### src/rtl/dmm_pkg.sv
package dmm_pkg;
  parameter int ADDR_W   = 12;
  parameter int SIZE_W   = 8;
  parameter int IDX_W    = 3;
  parameter int NUM_DESC = 1 << IDX_W;
  parameter int NUM_DIMS = 3;
  parameter int WORD_W   = 32;
  parameter int FIELD_W  = 3;

  typedef enum logic [FIELD_W-1:0] {
    FLD_BASE   = 3'd0,
    FLD_CNT0   = 3'd1,
    FLD_CNT1   = 3'd2,
    FLD_CNT2   = 3'd3,
    FLD_STEP0  = 3'd4,
    FLD_STEP1  = 3'd5,
    FLD_STEP2  = 3'd6,
    FLD_LINK   = 3'd7
  } field_e;

  typedef struct packed {
    logic [ADDR_W-1:0]                 base;
    logic [NUM_DIMS-1:0][SIZE_W-1:0]   cnt;
    logic [NUM_DIMS-1:0][ADDR_W-1:0]   step;
    logic                              link_en;
    logic [IDX_W-1:0]                  link_idx;
  } desc_t;

  typedef enum logic [1:0] {
    ST_IDLE  = 2'd0,
    ST_LOAD  = 2'd1,
    ST_RUN   = 2'd2,
    ST_DRAIN = 2'd3
  } mover_state_e;
endpackage

### src/rtl/dmm_desc_table.sv
module dmm_desc_table
  import dmm_pkg::*;
(
  input  logic                 clk,
  input  logic                 rst_n,
  input  logic                 cfg_we,
  input  logic [IDX_W-1:0]     cfg_sel,
  input  logic [FIELD_W-1:0]   cfg_field,
  input  logic [WORD_W-1:0]    cfg_wdata,
  input  logic [IDX_W-1:0]     rd_sel,
  output desc_t                rd_desc
);
  desc_t entry_arr [NUM_DESC];

  for (genvar g = 0; g < NUM_DESC; g++) begin : g_entry
    desc_t ent_q;
    always_ff @(posedge clk or negedge rst_n) begin
      if (!rst_n) begin
        ent_q <= '0;
      end else if (cfg_we && (cfg_sel == IDX_W'(g))) begin
        case (field_e'(cfg_field))
          FLD_BASE:  ent_q.base        <= cfg_wdata[ADDR_W-1:0];
          FLD_CNT0:  ent_q.cnt[0]      <= cfg_wdata[SIZE_W-1:0];
          FLD_CNT1:  ent_q.cnt[1]      <= cfg_wdata[SIZE_W-1:0];
          FLD_CNT2:  ent_q.cnt[2]      <= cfg_wdata[SIZE_W-1:0];
          FLD_STEP0: ent_q.step[0]     <= cfg_wdata[ADDR_W-1:0];
          FLD_STEP1: ent_q.step[1]     <= cfg_wdata[ADDR_W-1:0];
          FLD_STEP2: ent_q.step[2]     <= cfg_wdata[ADDR_W-1:0];
          FLD_LINK: begin
            ent_q.link_en  <= cfg_wdata[IDX_W];
            ent_q.link_idx <= cfg_wdata[IDX_W-1:0];
          end
          default: ;
        endcase
      end
    end
    assign entry_arr[g] = ent_q;
  end

  assign rd_desc = entry_arr[rd_sel];
endmodule

### src/rtl/dmm_addr_gen.sv
module dmm_addr_gen
  import dmm_pkg::*;
(
  input  logic               clk,
  input  logic               rst_n,
  input  logic               load,
  input  desc_t              load_desc,
  input  logic               adv,
  output logic [ADDR_W-1:0]  addr,
  output logic               last
);
  logic [NUM_DIMS-1:0][SIZE_W-1:0] idx_q;
  logic [NUM_DIMS-1:0][SIZE_W-1:0] cnt_q;
  logic [NUM_DIMS-1:0][ADDR_W-1:0] step_q;
  logic [ADDR_W-1:0] outer_q;   // base + i2*step2
  logic [ADDR_W-1:0] mid_q;     // outer + i1*step1
  logic [ADDR_W-1:0] addr_q;    // mid + i0*step0
  logic [NUM_DIMS-1:0] at_end;

  for (genvar d = 0; d < NUM_DIMS; d++) begin : g_end
    assign at_end[d] = (idx_q[d] == cnt_q[d] - SIZE_W'(1));
  end

  assign last = &at_end;
  assign addr = addr_q;

  always_ff @(posedge clk or negedge rst_n) begin
    if (!rst_n) begin
      idx_q   <= '0;
      cnt_q   <= '0;
      step_q  <= '0;
      outer_q <= '0;
      mid_q   <= '0;
      addr_q  <= '0;
    end else if (load) begin
      idx_q   <= '0;
      cnt_q   <= load_desc.cnt;
      step_q  <= load_desc.step;
      outer_q <= load_desc.base;
      mid_q   <= load_desc.base;
      addr_q  <= load_desc.base;
    end else if (adv) begin
      if (!at_end[0]) begin
        idx_q[0] <= idx_q[0] + SIZE_W'(1);
        addr_q   <= addr_q + step_q[0];
      end else if (!at_end[1]) begin
        idx_q[0] <= '0;
        idx_q[1] <= idx_q[1] + SIZE_W'(1);
        mid_q    <= mid_q + step_q[1];
        addr_q   <= mid_q + step_q[1];
      end else begin
        idx_q[0] <= '0;
        idx_q[1] <= '0;
        idx_q[2] <= idx_q[2] + SIZE_W'(1);
        outer_q  <= outer_q + step_q[2];
        mid_q    <= outer_q + step_q[2];
        addr_q   <= outer_q + step_q[2];
      end
    end
  end
endmodule

### src/rtl/dmm_out_stage.sv
module dmm_out_stage #(
  parameter int W = 32
) (
  input  logic          clk,
  input  logic          rst_n,
  input  logic          in_valid,
  input  logic [W-1:0]  in_data,
  input  logic          out_ready,
  output logic          out_valid,
  output logic [W-1:0]  out_data,
  output logic [1:0]    occ
);
  logic         head_v, skid_v;
  logic [W-1:0] head_d, skid_d;
  logic         pop;

  assign pop       = head_v && out_ready;
  assign out_valid = head_v;
  assign out_data  = head_d;
  assign occ       = 2'(head_v) + 2'(skid_v);

  always_ff @(posedge clk or negedge rst_n) begin
    if (!rst_n) begin
      head_v <= 1'b0;
      skid_v <= 1'b0;
      head_d <= '0;
      skid_d <= '0;
    end else if (!head_v) begin
      head_v <= in_valid;
      if (in_valid) head_d <= in_data;
    end else if (pop) begin
      if (skid_v) begin
        head_d <= skid_d;
        skid_v <= in_valid;
        if (in_valid) skid_d <= in_data;
      end else begin
        head_v <= in_valid;
        if (in_valid) head_d <= in_data;
      end
    end else if (in_valid) begin
      skid_v <= 1'b1;
      skid_d <= in_data;
    end
  end
endmodule

### src/rtl/dma_mm2s_mover.sv
module dma_mm2s_mover
  import dmm_pkg::*;
(
  input  logic                 clk,
  input  logic                 rst_n,
  input  logic                 cfg_we,
  input  logic [IDX_W-1:0]     cfg_sel,
  input  logic [FIELD_W-1:0]   cfg_field,
  input  logic [WORD_W-1:0]    cfg_wdata,
  input  logic                 start,
  input  logic [IDX_W-1:0]     start_sel,
  output logic                 busy,
  output logic                 done,
  output logic                 mem_en,
  output logic [ADDR_W-1:0]    mem_addr,
  input  logic [WORD_W-1:0]    mem_rdata,
  output logic                 m_valid,
  output logic [WORD_W-1:0]    m_data,
  input  logic                 m_ready
);
  mover_state_e      state_q;
  logic [IDX_W-1:0]  cur_q;
  logic              lnk_en_q;
  logic [IDX_W-1:0]  lnk_idx_q;
  logic              inflight_q;
  desc_t             tbl_desc;
  logic              empty_cnt;
  logic              gen_load, gen_last, issue, pop, drained;
  logic [1:0]        occ;
  logic [2:0]        need;

  dmm_desc_table u_table (
    .clk(clk), .rst_n(rst_n),
    .cfg_we(cfg_we), .cfg_sel(cfg_sel), .cfg_field(cfg_field), .cfg_wdata(cfg_wdata),
    .rd_sel(cur_q), .rd_desc(tbl_desc)
  );

  always_comb begin
    empty_cnt = 1'b0;
    for (int d = 0; d < NUM_DIMS; d++) begin
      if (tbl_desc.cnt[d] == '0) empty_cnt = 1'b1;
    end
  end

  assign gen_load = (state_q == ST_LOAD) && !empty_cnt;

  dmm_addr_gen u_gen (
    .clk(clk), .rst_n(rst_n),
    .load(gen_load), .load_desc(tbl_desc),
    .adv(issue), .addr(mem_addr), .last(gen_last)
  );

  dmm_out_stage #(.W(WORD_W)) u_out (
    .clk(clk), .rst_n(rst_n),
    .in_valid(inflight_q), .in_data(mem_rdata),
    .out_ready(m_ready), .out_valid(m_valid), .out_data(m_data), .occ(occ)
  );

  // A read may issue only if its data is sure to find a free slot.
  assign pop     = m_valid && m_ready;
  assign need    = {1'b0, occ} + {2'b00, inflight_q};
  assign issue   = (state_q == ST_RUN) && (need <= ({2'b00, pop} + 3'd1));
  assign mem_en  = issue;
  assign drained = (occ == 2'd0) && !inflight_q;
  assign done    = (state_q == ST_DRAIN) && drained;
  assign busy    = (state_q != ST_IDLE);

  always_ff @(posedge clk or negedge rst_n) begin
    if (!rst_n) begin
      state_q    <= ST_IDLE;
      cur_q      <= '0;
      lnk_en_q   <= 1'b0;
      lnk_idx_q  <= '0;
      inflight_q <= 1'b0;
    end else begin
      inflight_q <= issue;
      case (state_q)
        ST_IDLE: begin
          if (start) begin
            cur_q   <= start_sel;
            state_q <= ST_LOAD;
          end
        end
        ST_LOAD: begin
          lnk_en_q  <= tbl_desc.link_en;
          lnk_idx_q <= tbl_desc.link_idx;
          if (!empty_cnt) begin
            state_q <= ST_RUN;
          end else if (tbl_desc.link_en) begin
            cur_q <= tbl_desc.link_idx;
          end else begin
            state_q <= ST_DRAIN;
          end
        end
        ST_RUN: begin
          if (issue && gen_last) begin
            if (lnk_en_q) begin
              cur_q   <= lnk_idx_q;
              state_q <= ST_LOAD;
            end else begin
              state_q <= ST_DRAIN;
            end
          end
        end
        ST_DRAIN: begin
          if (drained) state_q <= ST_IDLE;
        end
        default: state_q <= ST_IDLE;
      endcase
    end
  end
endmodule

### config.mk
export PLATFORM = sky130hd
export DESIGN_NAME = dma_mm2s_mover
export DESIGN_NICKNAME = d
export VERILOG_FILES = /design/src/rtl/dmm_pkg.sv /design/src/rtl/dmm_desc_table.sv /design/src/rtl/dmm_addr_gen.sv /design/src/rtl/dmm_out_stage.sv /design/src/rtl/dma_mm2s_mover.sv
export SDC_FILE = /design/constraint.sdc
export NUM_CORES = 1
export LEC_CHECK = 0
export ABC_CLOCK_PERIOD_IN_PS = 3700
export BUFFER_PORTS_ARGS = -buffer_cell sky130_fd_sc_hd__buf_2
export CAP_MARGIN = 20
export CORE_MARGIN = 2
export CORE_UTILIZATION = 63
export DETAILED_ROUTE_END_ITERATION = 8
export PLACE_DENSITY = 0.8
export REMOVE_ABC_BUFFERS = 1
export SYNTH_ARGS = -nofsm -noshare
export SYNTH_HDL_FRONTEND = slang
export SYNTH_SLANG_ARGS = --single-unit
### constraint.sdc
create_clock -name clk -period 3.7 [get_ports clk]
set_clock_uncertainty 0.1 [all_clocks]
set_input_delay 0.185 -clock clk [delete_from_list [all_inputs] [get_ports clk]]
set_output_delay 0.185 -clock clk [all_outputs]
set_load 0.01 [all_outputs]
# After elaboration in Yosys (flattened, before gate mapping)
# Cells that the tools add are included.
# W data, S select, Z words.
dict set report word_totals {
  out_inout_bits 48
  register_bits 804
}
dict set report classes {
  eq_ne 29
  n_mux 49
  n_bitwise 1
  n_lt_le_gt_ge 2
  addsub 12
  reduce_logical 100
}
# operator count
set op_table {}
lappend op_table {{$bmux W76 S3} 1}
lappend op_table {{$mux W32} 7}
lappend op_table {{$mux W76} 2}
lappend op_table {{$reduce_and A2 Y1} 67}
lappend op_table {{$mux W12} 11}
lappend op_table {{$mux W24} 2}
lappend op_table {{$add A12 B12 Y12} 3}
lappend op_table {{$mux W16} 2}
lappend op_table {{$add A8 B1 Y8 const B} 3}
lappend op_table {{$eq A3 B3 Y1 const B} 8}
lappend op_table {{$eq A8 B8 Y1} 3}
lappend op_table {{$logic_not A8 Y1} 3}
lappend op_table {{$sub A8 B1 Y8 const B} 3}
lappend op_table {{$mux W8} 2}
lappend op_table {{$mux W3} 5}
lappend op_table {{$logic_and A1 B1 Y1} 14}
lappend op_table {{$eq A3 B2 Y1 const B} 4}
lappend op_table {{$mux W2} 6}
lappend op_table {{$ne A2 B2 Y1 const B} 6}
lappend op_table {{$reduce_bool A2 Y1} 5}
lappend op_table {{$mux W1} 9}
lappend op_table {{$pmux W3 S3} 1}
lappend op_table {{$pmux W2 S4} 1}
lappend op_table {{$eq A3 B1 Y1 const B} 2}
lappend op_table {{17 further kinds} 23}

# Depth between registers and ports, before layout
# Gate-level depths: netlist of the first run.
dict set report logic_depth {
  ltp_word 12
  mapped_depth 13
  ltp_nobuf 13
}

# Modules after synthesis
# A second synthesis of the first run with hierarchy kept.
dict set report hier_totals {
  hier_cells 2739
  hier_area_um2 38658.3
}
# module cells_per_inst seq_area_each_um2 area_each_um2 n_inst
set modules_own_cells {}
lappend modules_own_cells {dmm_desc_table 1680 15214.6 27647.8 1}
lappend modules_own_cells {dmm_addr_gen 786 3002.9 7524.7 1}
lappend modules_own_cells {dmm_out_stage 191 1651.6 2700.1 1}
lappend modules_own_cells {dma_mm2s_mover 82 250.2 785.8 1}

# Worst setup path after synthesis of the first run
# OpenSTA, ideal clock, no wires.
dict set report synth_timing {
  path_kind {register to register}
  from {reg u_out.head_v, in the netlist u_out.out_valid}
  to {reg u_gen.outer_q[7]}
  period_less_slack_ns 3.444
  slack_ns 0.256
  t_arrival_ns 3.212
  t_required_ns 3.468
  n_path_buf 1
  stages_incl_launch_ff 14
  path_cell_list {dfrtp_1 inv_1 ha_1 ha_1 fa_1 nor3b_1 o21ai_0 nand2_1 clkinv_1 nand3_1 nor3_2 buf_4 mux2i_1 mux2i_1}
}
dict set report synth_via {
  elab_chain_cells 6
  word_cells_on_any_way 8
  classes_between {add/sub (3); order compare (1); reduce/logical (4)}
}
# element line
set synth_rtl {}
lappend synth_rtl {{from (decl)} dmm_out_stage.sv:13} ;# logic head_v, skid_v;
lappend synth_rtl {{from (signal assigned)} dmm_out_stage.sv:29} ;# head_v <= in_valid;
lappend synth_rtl {{from (signal assigned)} dmm_out_stage.sv:37} ;# head_v <= in_valid;
lappend synth_rtl {{$add A1 B1 Y2 / $logic_and A1 B1 Y1 (equally long branches)} {dmm_out_stage.sv:20, dma_mm2s_mover.sv:60}}
lappend synth_rtl {{$add A2 B1 Y3 / $add A1 B1 Y2 (equally long branches)} {dma_mm2s_mover.sv:61, dma_mm2s_mover.sv:62}}
lappend synth_rtl {{$le A3 B2 Y1 *} dma_mm2s_mover.sv:62} ;# assign issue = (state_q == ST_RUN) && (need <= ({2'b00, pop} + 3'd1));
lappend synth_rtl {{$logic_and A1 B1 Y1 *} dma_mm2s_mover.sv:62}
lappend synth_rtl {{$reduce_bool A2 Y1 (no line) *} n/a}
lappend synth_rtl {{$reduce_and A3 Y1 (no line) *} n/a}
lappend synth_rtl {{to (signal assigned)} dmm_addr_gen.sv:39} ;# outer_q <= load_desc.base;
lappend synth_rtl {{to (signal assigned)} dmm_addr_gen.sv:55} ;# outer_q <= outer_q + step_q[2];
lappend synth_rtl {{to (decl)} dmm_addr_gen.sv:15} ;# logic [ADDR_W-1:0] outer_q;
# Mark *: on every way between the ends. The rest lies on a longest branch, timed or not.
# A chain may end at the register's enable or synchronous reset.

# Final worst setup path of the first run
dict set report layout_timing {
  from {reg u_out.head_v, in the netlist u_out.out_valid}
  to {reg u_gen.idx_q[23] (netlist name)}
}
dict set report layout_via {
  elab_chain_cells 6
  word_cells_on_any_way 8
  classes_between {add/sub (3); order compare (1); reduce/logical (4)}
}
# element line
set layout_rtl {}
lappend layout_rtl {{$add A1 B1 Y2 / $logic_and A1 B1 Y1 (equally long branches)} {dmm_out_stage.sv:20, dma_mm2s_mover.sv:60}}
lappend layout_rtl {{$add A2 B1 Y3 / $add A1 B1 Y2 (equally long branches)} {dma_mm2s_mover.sv:61, dma_mm2s_mover.sv:62}}
lappend layout_rtl {{$le A3 B2 Y1 *} dma_mm2s_mover.sv:62}
lappend layout_rtl {{$logic_and A1 B1 Y1 *} dma_mm2s_mover.sv:62}
lappend layout_rtl {{$reduce_bool A2 Y1 (no line) *} n/a}
lappend layout_rtl {{$reduce_and A3 Y1 (no line) *} n/a}
lappend layout_rtl {{to (decl)} dmm_addr_gen.sv:12} ;# logic [NUM_DIMS-1:0][SIZE_W-1:0] idx_q;
# Marked as above.

==> metrics.csv, run 1 <==
stage,metric,value,unit
clock_network,cts_tree,built,
final_layout,syn2layout_area_growth,12.9,%
power_and_ir_drop,power.density,744,nW/um^2
final_layout,fin_nets,3189,
floorplan,initial_core_util,63.8,%
status,status,"complete, no violations",
final_layout,final_common_cell,dfrtp_1,
logic_synthesis,ys_seq_elements,804,
critical_path,crit_arrival,4.00,ns
sta,final_max_slew_viol_count,0,
logic_synthesis,synth_top_area_share,52.2,%
sta,hold_violations,0,
floorplan,die_h,251,um
clock_network,cts_buffer_depth,3,
routing,drt.antenna.violating_nets,0,
critical_path,critPathMostFrequentCell,ha_1,
global_route,grt_overflow,0,
floorplan,die_x,251,um
final_layout,post-route-cell-area,43600,sq um
clock_network,ctsRootBufferMaster,clkbuf_16,
global_route,track_usage,30.4,%
sta,slew_headroom,38.3,%
critical_path,path_cells,inv_1 > ha_1 > ha_1 > fa_1 > nor3b_1 > o21ai_0 > nand2_2 > nor4_4 > buf_4 > nand4_1 > or4_1 > a21oi_1,
routing,drt-pass1-iter-count,9,
routing,vias_per_cell,6.42,
critical_path,end_kind,flip-flop,
final_layout,fillers,3845,
logic_synthesis,synth_top_area_cell,dfrtp_1,
final_layout,multi_input_area,17500,sq um
sta,tightest_slew,0.925,ns
final_layout,drive_above_1_share,37.0,%
routing,wl,94200,um
flow_run,maxCapViolCount,0,
clock_network,path_clk_slew,0.06,ns
logic_synthesis,synth_area_leaders,"dfrtp_1 (52%), mux2_2 (19%), mux4_2 (7.7%), mux2i_1 (4.0%), nor2_1 (2.1%)",
clock_network,htree_levels,3,
placement,place_area,40200,sq um
logic_synthesis,synth_area,38600,sq um
sta,fin_crit_sh,96.0,%
routing,routedWlPerCell,24.1,um
logic_synthesis,ys_seq_area_share,52.2,%
placement,gp_congestion,0.911,
logic_synthesis,syn_inst,2923,
logic_synthesis,synth_warnings,0,
critical_path,slowest_delay,0.51,ns
power_and_ir_drop,total_power,0.0324,W
power_and_ir_drop,ir_worst_vdd,0.779,mV
final_layout,mostFrequentLayoutCells,"dfrtp_1 (801), mux2_2 (658), nor2_1 (210)",
sta,finalSetupViolations,0,
placement,io_buffers,105,
sta,fmax,282,MHz
critical_path,critPathMaxFanout,6,
global_route,grt_pass1_wl,150000,um
clock_network,cts.sinks,804,
sta,min_period,3.55,ns
floorplan,ioPinCount,126,
final_layout,utilization,72.0,%
logic_synthesis,avgSynthCellArea,13.2,sq um
routing,drt_iter0_drc,2302,
min_path,hp-class,in2reg,
critical_path,crit_type,reg2reg,
clock_network,numCtsBuffers,84,
critical_path,slowest_stage,or4_1,
routing,drc,0,
power_and_ir_drop,leakage,20.1,nW
critical_path,required,4.15,ns
logic_synthesis,yosysUniqueCellTypes,76,
placement,dpl.hpwl,60500,um
floorplan,rows,90,
logic_synthesis,async_flop_share,100,%
critical_path,startpoint_type,flip-flop,
floorplan,die_area,63200,sq um
final_layout,seqCellArea,20100,sq um
global_route,grt_pass1_vias,26600,
logic_synthesis,synth_ff_type,dfrtp_1,
sta,hold_ws,0.0577,ns
clock_network,clock_latency,0.63,ns
global_route,grt_max_degree,105,
logic_synthesis,synth_enable_flop_cells,0,
routing,via_count,25100,
floorplan,core-area,60500,sq um
global_route,antenna_found_initial,2,
[worst max-delay path, delay by kind of cell, from the launching register on]
kind / cells / cell delay [ns]
buffers and inverters: 2 / 0.28
AO/OA/AOI/OAI: 2 / 0.38
adder cells (fa/ha/maj): 3 / 1.01
AND/OR/NAND/NOR: 5 / 1.33
flip-flops: 1 / 0.36
[cell families (layout without fill, tap and decap cells)]
kind of cell	Yosys count	after routing	share of synthesized area [%]
other cells	0	3	0
compound gates	269	269	4.48
buf+inv	236	435	2.51
xor+xnor	57	57	1.33
fa+ha+maj	54	54	1.85
flops	804	804	52.2
mux	946	946	31.0
simple gates	557	557	6.71
[cell usage after synthesis, types with 7 or more instances]
cell type / number
nand2_1: 132
buf_1: 9
nor2_1: 211
mux2i_1: 153
nand2b_1: 18
and2_1: 7
o21ai_0: 63
nor4_1: 7
xnor2_1: 37
nor3_1: 23
nor2b_1: 17
o211ai_1: 9
buf_2: 36
o22ai_1: 43
dfrtp_1: 804
buf_4: 8
nor3b_1: 10
a21oi_1: 73
and3_1: 12
inv_1: 39
xor2_1: 19
mux2_2: 658
clkbuf_1: 141
nand3_1: 73
mux4_2: 132
nand3b_1: 12
nand4_1: 10
ha_1: 49
[through the flow]
step | cells | setup TNS, ns | setup slack (ns)
after global routing | 3906 | -0.00260 | -0.00260
after floorplan | 2727 | -705.69 | -6.74
after detailed placement | 3711 | 0 | 0.153
final | 3907 | 0 | 0.149
after global placement | 3709 | 0 | 0.285
after CTS | 3899 | 0 | 0.0866
[metal layers]
layer  GRT usage (%)  up-vias  share of wire (%)
met5               0        -                  0
met4            10.6        0                3.1
met3            5.94      211                6.4
met2            50.2      884                 49
met1            40.8    13100                 42
li1                -    10900                  -
[path summary, 6_finish.rpt]
path / depth (start not counted) / start / slack, ns / to
max: 12 / u_out.out_valid$_DFF_PN0_ / 0.15 / u_gen.idx_q[23]$_DFFE_PN0P_
min reg2reg: 1 / u_table.entry_arr[398]$_DFFE_PN0P_ / 0.40 / u_table.entry_arr[398]$_DFFE_PN0P_
max reg2reg: 12 / u_out.out_valid$_DFF_PN0_ / 0.15 / u_gen.idx_q[23]$_DFFE_PN0P_
max in group asynchronous: 3 / rst_n / 2.25 / u_table.entry_arr[34]$_DFFE_PN0P_
min: 2 / cfg_wdata[5] / 0.06 / u_table.entry_arr[389]$_DFFE_PN0P_
min in group asynchronous: 2 / rst_n / 0.14 / state_q[1]$_DFFE_PN0P_
[area by class of cell]
class / count / share of cell area, %
timing repair buffer: 244 / 4.49
antenna: 3 / 0.0172
tap: 782 / 2.25
clock buffer: 129 / 5.91
clock inverter: 22 / 0.572
sequential: 804 / 46.2
inverter: 40 / 0.345
multi-input combinational: 1883 / 40.2
[registers in the layout (all words and copies together) (netlist names)]
| register | flops |
|---|---|
| u_gen.cnt_q | 24 |
| u_out.skid_v | 1 |
| cur_q | 3 |
| u_gen.idx_q | 24 |
| inflight_q | 1 |
| lnk_en_q | 1 |
| u_gen.step_q | 36 |
| u_gen.outer_q | 12 |
| u_out.out_data | 32 |
| u_out.skid_d | 32 |
| u_table.entry_arr | 608 |
| u_out.out_valid | 1 |
| u_gen.addr | 12 |
| u_gen.mid_q | 12 |
| state_q | 2 |
| lnk_idx_q | 3 |
[report_power, final]
group | switching, W | internal, W
Clock | 0.00348 | 0.00508
Combinational | 0.00657 | 0.00541
Sequential | 0.00131 | 0.0106
Total | 0.0114 | 0.0211
[what timing repair did]
action,in CTS,in global routing
setup buffers,0,0
hold endpoints to repair,149,0
resized for setup,0,2
endpoints found under the setup margin,0,4
hold buffers,37,0
Note: power is estimated with default switching activity, not from simulation.
==> run 2: changes to the inputs <==
--- a/config.mk
+++ b/config.mk
@@ -5,13 +5,14 @@
 export SDC_FILE = /design/constraint.sdc
 export NUM_CORES = 1
 export LEC_CHECK = 0
-export ABC_CLOCK_PERIOD_IN_PS = 3700
+export ABC_CLOCK_PERIOD_IN_PS = 3420
 export BUFFER_PORTS_ARGS = -buffer_cell sky130_fd_sc_hd__buf_2
 export CAP_MARGIN = 20
 export CORE_MARGIN = 2
 export CORE_UTILIZATION = 63
 export DETAILED_ROUTE_END_ITERATION = 8
 export PLACE_DENSITY = 0.8
+export RECOVER_POWER = 50
 export REMOVE_ABC_BUFFERS = 1
 export SYNTH_ARGS = -nofsm -noshare
 export SYNTH_HDL_FRONTEND = slang
==> constraint.sdc (replaced) <==
create_clock -name clk -period 3.42 [get_ports clk]
set_clock_uncertainty 0.1 [all_clocks]
set_input_delay 0.171 -clock clk [delete_from_list [all_inputs] [get_ports clk]]
set_output_delay 0.171 -clock clk [all_outputs]
set_load 0.01 [all_outputs]
==> run 2 against run 1 <==
Cell count is 0.95% higher; clock power increased by 7.6%; highest routed layer unchanged; first-iteration DRC count fell by 15%; critical endpoint is now cur_q[0]$_DFFE_PN0P_; the flow now finishes with violations (capacitance limit, slew limit); count of clock-buffer cells in the layout shrank 5; global-route usage is 0.56 points higher.
==> metrics.csv, run 2 (synthesized netlist as in run 1, its figures left out) <==
stage,metric,value,unit,change
placement,gp_congestion,0.926,,+1.7%
final_layout,syn2layout_area_growth,13.5,%,
sta,min_period,3.41,ns,-0.137 ns
final_layout,mostFrequentLayoutCells,"dfrtp_1 (801), mux2_2 (657), nor2_1 (209)",,
power_and_ir_drop,pwr-share-comb,38.2,%,+1.2 points
final_layout,fin_nets,3222,,+1.0%
global_route,grt_overflow,0,,unchanged
critical_path,path_cells,inv_2 > ha_4 > ha_4 > fa_1 > nor3b_2 > o21ai_1 > nand2_2 > nor4_4 > buf_4 > a21boi_4 > a2111oi_4 > buf_4 > mux2_4,,
clock_network,ctsRootBufferMaster,clkbuf_16,,
final_layout,drive_above_1_share,38.1,%,+1.1 points
final_layout,largest_reg_flops,608,,unchanged
routing,drt_iter0_drc,1968,,-15%
final_layout,final_common_cell,dfrtp_1,,
global_route,grt_pass1_wl,152000,um,+1.5%
power_and_ir_drop,cell_internal_pwr,0.0230,W,+9.3%
power_and_ir_drop,p_seq_share,35.9,%,-0.7 points
critical_path,crit_type,reg2reg,,
critical_path,slowest_stage,fa_1,,
power_and_ir_drop,power.density,812,nW/um^2,+9.1%
critical_path,path_buf_inv,3,,+1
critical_path,startpoint_type,flip-flop,,
global_route,grt_pass1_vias,26900,,+1.1%
clock_network,cts_tree,built,,
clock_network,cts.sinks,804,,unchanged
min_path,hp-class,in2reg,,
sta,fmax,293,MHz,+4.0%
floorplan,initial_core_util,63.8,%,unchanged
sta,hold_violations,0,,unchanged
sta,finalSetupViolations,0,,unchanged
status,violations,"capacitance limit, slew limit",,
floorplan,die_h,251,um,unchanged
critical_path,critPathMaxFanout,4,,-2
clock_network,cts_buffer_depth,3,,unchanged
sta,tightest_slew,2.01,ns,+1.09 ns
power_and_ir_drop,switchingPower,0.0125,W,+10%
power_and_ir_drop,switching_share,35.2,%,+0.17 points
routing,wl,95600,um,+1.5%
critical_path,cp_top_family,adder cells,,
critical_path,end_kind,flip-flop,,
routing,drc,0,,unchanged
status,status,finished with violations,,
floorplan,core-area,60500,sq um,unchanged
floorplan,rows,90,,unchanged
routing,drt.antenna.violating_nets,0,,unchanged
routing,drt-pass1-iter-count,5,,-4
routing,routedWlPerCell,24.2,um,+0.51%
sta,fin_crit_sh,99.8,%,+3.9 points
sta,slew_headroom,-34.3,%,-73 points
clock_network,numCtsBuffers,83,,-1.2%
global_route,antenna_found_initial,1,,-1
sta,rsz0062_at_grt,true,,
global_route,grt_max_degree,107,,+1.9%
routing,vias_per_cell,6.39,,-0.49%
clock_network,path_clk_slew,0.06,ns,about the same
global_route,track_usage,31.0,%,+0.56 points
floorplan,ioPinCount,126,,unchanged
flow_run,maxCapViolCount,1,,+1
power_and_ir_drop,ir_worst_vdd,0.562,mV,-28%
critical_path,crit_arrival,3.84,ns,-0.16 ns
placement,place_area,40400,sq um,+0.29%
sta,final_max_slew_viol_count,63,,+63
floorplan,die_area,63200,sq um,unchanged
critical_path,required,3.84,ns,-0.31 ns
placement,dpl.hpwl,61900,um,+2.4%
clock_network,clock_latency,0.64,ns,about the same
clock_network,htree_levels,3,,unchanged
critical_path,slowest_delay,0.46,ns,-0.05 ns
floorplan,die_x,251,um,unchanged
power_and_ir_drop,leakage,20.2,nW,+0.63%
final_layout,utilization,72.4,%,+0.37 points
placement,io_buffers,105,,unchanged
power_and_ir_drop,clkPwrFrac,25.9,%,-0.5 points
routing,via_count,25200,,+0.45%
final_layout,post-route-cell-area,43800,sq um,+0.51%
## run 2: worst paths after layout
kind	cells past startpoint	to	slack, ns	from
max reg2reg	13	cur_q[0]$_DFFE_PN0P_	0.005	u_out.out_valid$_DFF_PN0_
max	13	cur_q[0]$_DFFE_PN0P_	0.005	u_out.out_valid$_DFF_PN0_
min in group asynchronous	2	u_table.entry_arr[360]$_DFFE_PN0P_	0.56	rst_n
min	2	u_table.entry_arr[268]$_DFFE_PN0P_	0.09	cfg_wdata[0]
min reg2reg	1	u_table.entry_arr[315]$_DFFE_PN0P_	0.40	u_table.entry_arr[315]$_DFFE_PN0P_
max in group asynchronous	3	u_table.entry_arr[491]$_DFFE_PN0P_	0.71	rst_n
## run 2: layout make-up
cell class                      instances  area [sq um]
Inverter                               40           150
Antenna cell                            2          5.00
Clock buffer                          124          2490
Timing Repair Buffer                  278          2100
Sequential cell                       804         20100
Clock inverter                         31           308
Fill cell                            3834         16700
Tap cell                              782           978
Multi-Input combinational cell       1883         17600
## run 2: power by group through the flow
stage	logic [W]	clock network (W)	registers, W
after floorplan	0.00903	0	0.0133
after global placement	0.0125	0	0.0127
after detailed placement	0.0130	0	0.0129
after CTS	0.0132	0.00932	0.0127
after global routing	0.0148	0.00976	0.0130
final	0.0136	0.00921	0.0128
## run 2: metrics by stage
| step | hold WS (ns) | instances | setup WS, ns | total power, W | TNS [ns] |
|---|---|---|---|---|---|
| after floorplan | -0.225 | 2727 | -7.02 | 0.0224 | -741.81 |
| after global placement | 0.0886 | 3732 | -0.0169 | 0.0253 | -0.0520 |
| after detailed placement | 0.0944 | 3732 | -0.0660 | 0.0259 | -0.273 |
| after CTS | 0.0306 | 3925 | -0.0363 | 0.0352 | -0.0363 |
| after global routing | 0.0799 | 3943 | -0.103 | 0.0375 | -0.424 |
| final | 0.0862 | 3944 | 0.00548 | 0.0355 | 0 |
## run 2: worst register-to-register path, delay by kind of cell (launching register included)
family,cells,cell delay (ns)
adders and majority gates,3,0.82
DFF,1,0.40
buffers and inverters,3,0.47
AOI/OAI and AO/OA,3,0.54
muxes,1,0.30
and+or+nand+nor,3,0.68
## run 2: what timing repair did
item / CTS / global route
buffers inserted: 1 / 12
endpoints found under the hold margin: 435 / 4
gates cloned: 0 / 1
endpoints found under the setup margin: 12 / 61
hold buffers: 37 / 1
pin swaps: 1 / 9
gates resized for setup: 3 / 26
## run 2: metal layers
layer,up-vias,track usage [%],part of all wire [%]
li1,11000,-,-
met1,13200,41.2,42
met2,813,51.3,49
met3,194,5.41,5.6
met4,0,12.1,3.4
met5,-,0,0
==> run 3: changes to the inputs <==
--- a/config.mk
+++ b/config.mk
@@ -11,6 +11,7 @@
 export CORE_MARGIN = 2
 export CORE_UTILIZATION = 63
 export DETAILED_ROUTE_END_ITERATION = 8
+export MAX_ROUTING_LAYER = met4
 export PLACE_DENSITY = 0.8
 export RECOVER_POWER = 50
 export REMOVE_ABC_BUFFERS = 1
==> run 3 against run 2 <==
Fmax up 2.9%; critical path type unchanged; the run still ends with capacitance limit, slew limit left; largest cell class unchanged; power up 0.11%; setup slack better by 0.097 ns.
==> metrics.csv, run 3 (synthesized netlist as in run 1, its figures left out) <==
stage,metric,value,unit,change
power_and_ir_drop,pwr-share-comb,38.6,%,+0.4 points
routing,drt_iter0_drc,2003,,+1.8%
floorplan,rows,90,,unchanged
placement,dpl.hpwl,62400,um,+0.76%
global_route,grt_pass1_vias,26700,,-0.98%
clock_network,cts_tree,built,,
critical_path,critPathMaxFanout,12,,+8
global_route,track_usage,31.9,%,+0.98 points
floorplan,ioPinCount,126,,unchanged
sta,tightest_slew,2.20,ns,+0.181 ns
min_path,hp-class,in2reg,,
critical_path,slowest_stage,dfrtp_4,,
power_and_ir_drop,ir_worst_vdd,0.651,mV,+16%
final_layout,mostFrequentLayoutCells,"dfrtp_1 (800), mux2_2 (658), nor2_1 (210)",,
routing,drc,0,,unchanged
final_layout,syn2layout_area_growth,13.6,%,about the same
sta,finalSetupViolations,0,,unchanged
final_layout,fin_nets,3231,,+0.28%
clock_network,ctsRootBufferMaster,clkbuf_16,,
power_and_ir_drop,power.density,812,nW/um^2,about the same
sta,fin_crit_sh,97.0,%,-2.8 points
routing,drt.antenna.violating_nets,0,,unchanged
critical_path,cp_top_family,simple AND/OR/NAND/NOR gates,,
routing,routedWlPerCell,24.4,um,+0.50%
power_and_ir_drop,leakage,20.2,nW,about the same
power_and_ir_drop,clkPwrFrac,25.7,%,-0.2 points
floorplan,die_x,251,um,unchanged
flow_run,maxCapViolCount,1,,unchanged
sta,final_max_slew_viol_count,72,,+14%
critical_path,crit_type,reg2reg,,
critical_path,path_buf_inv,2,,-1
sta,slew_headroom,-46.4,%,-12 points
clock_network,clock_latency,0.62,ns,-0.02 ns
sta,hold_violations,0,,unchanged
routing,drt-pass1-iter-count,7,,+2
placement,io_buffers,105,,unchanged
global_route,grt_overflow,0,,unchanged
clock_network,htree_levels,3,,unchanged
clock_network,path_clk_slew,0.06,ns,about the same
final_layout,final_common_cell,dfrtp_1,,
critical_path,end_kind,flip-flop,,
clock_network,cts.sinks,804,,unchanged
floorplan,initial_core_util,63.8,%,unchanged
global_route,antenna_found_initial,6,,+5
floorplan,core-area,60500,sq um,unchanged
sta,min_period,3.32,ns,-0.0966 ns
clock_network,cts_buffer_depth,3,,unchanged
sta,finalSetupTns,0,ns,unchanged
global_route,grt_pass1_wl,151000,um,-0.25%
final_layout,largest_reg_flops,608,,unchanged
final_layout,drive_above_1_share,37.7,%,-0.33 points
sta,fmax,301,MHz,+2.9%
routing,vias_per_cell,6.43,,+0.54%
floorplan,die_h,251,um,unchanged
placement,placed_cells,3737,,+0.13%
clock_network,numCtsBuffers,83,,unchanged
placement,gp_congestion,0.962,,+3.8%
status,violations,"capacitance limit, slew limit",,
routing,via_count,25300,,+0.51%
power_and_ir_drop,p_seq_share,35.8,%,about the same
status,status,finished with violations,,
final_layout,layout.cells.non_filler,3943,,-0.025%
critical_path,crit_arrival,3.74,ns,-0.10 ns
final_layout,utilization,72.5,%,about the same
power_and_ir_drop,switching_share,34.9,%,-0.28 points
floorplan,die_area,63200,sq um,unchanged
final_layout,fillers,3931,,+2.5%
global_route,grt_max_degree,94,,-12%
critical_path,required,3.84,ns,about the same
critical_path,path_cells,buf_6 > and2_1 > nand3_1 > nand2_1 > o22ai_1 > o22a_1 > a31oi_2 > buf_4 > or4_1 > a21oi_1,,
routing,wl,96100,um,+0.48%
critical_path,startpoint_type,flip-flop,,
critical_path,slowest_delay,0.59,ns,+0.13 ns
power_and_ir_drop,switchingPower,0.0124,W,-0.68%
power_and_ir_drop,cell_internal_pwr,0.0232,W,+0.55%
run 3: path summary, 6_finish.rpt:
path | slack [ns] | cells after the start | endpoint | from
worst max-delay path | 0.10 | 10 | u_gen.idx_q[15]$_DFFE_PN0P_ | cur_q[1]$_DFFE_PN0P_
worst min-delay path | 0.03 | 4 | cur_q[2]$_DFFE_PN0P_ | start_sel[2]
worst max register to register | 0.10 | 10 | u_gen.idx_q[15]$_DFFE_PN0P_ | cur_q[1]$_DFFE_PN0P_
worst min register to register | 0.40 | 1 | u_table.entry_arr[449]$_DFFE_PN0P_ | u_table.entry_arr[449]$_DFFE_PN0P_
max in group asynchronous | 0.58 | 4 | u_table.entry_arr[40]$_DFFE_PN0P_ | rst_n
min in group asynchronous | 0.62 | 2 | u_table.entry_arr[585]$_DFFE_PN0P_ | rst_n
run 3: repair_timing:
item                                    CTS  global route
hold buffers                             36             1
gates cloned                              0             1
pin swaps                                 1             9
endpoints found under the setup margin   15            50
hold endpoints to repair                350             6
buffers inserted                          1            16
resized for setup                         3            22
run 3: final cells by class:
| cell class | instances | area (sq um) | area share [%] |
|---|---|---|---|
| flip-flops and latches | 804 | 20100 | 45.9 |
| multi-input cells | 1883 | 17600 | 40.2 |
| clock buffers | 114 | 2340 | 5.35 |
| repair buffers | 287 | 2200 | 5.02 |
| well taps | 782 | 978 | 2.23 |
| clock inverters | 28 | 387 | 0.882 |
| inverters | 40 | 150 | 0.343 |
| diodes | 5 | 12.5 | 0.0286 |
run 3: power by group through the flow:
stage | Sequential (W) | Clock, W | Combinational (W)
detailed placement | 0.0129 | 0 | 0.0129
finish | 0.0127 | 0.00914 | 0.0137
floorplan | 0.0133 | 0 | 0.00903
global placement | 0.0128 | 0 | 0.0125
global route | 0.0129 | 0.00967 | 0.0149
CTS | 0.0128 | 0.00927 | 0.0131
run 3: layer usage:
metal | routed length [um] | track usage (%)
met2 | 46500 | 49.9
met5 | 0 | -
met4 | 4080 | 13.6
met1 | 39900 | 41.9
met3 | 5630 | 5.56
run 3: tightest hold or removal path, cell delays in order:
cell and delay, ns:
buf_2 0.10, nor2_1 0.10, a31oi_1 0.08, mux2_4 0.26
run 3: stage by stage:
stage | worst slack, ns | power [W] | hold WS [ns] | instance area, sq um
4_1_cts | 0.0204 | 0.0351 | 0.0181 | 43600
2_1_floorplan | -7.02 | 0.0224 | -0.225 | 37800
5_1_grt | -0.0383 | 0.0375 | 0.0566 | 43800
6_report | 0.102 | 0.0356 | 0.0305 | 43800
3_3_place_gp | 0.0594 | 0.0253 | 0.109 | 40400
3_5_place_dp | -0.0633 | 0.0258 | 0.112 | 40400
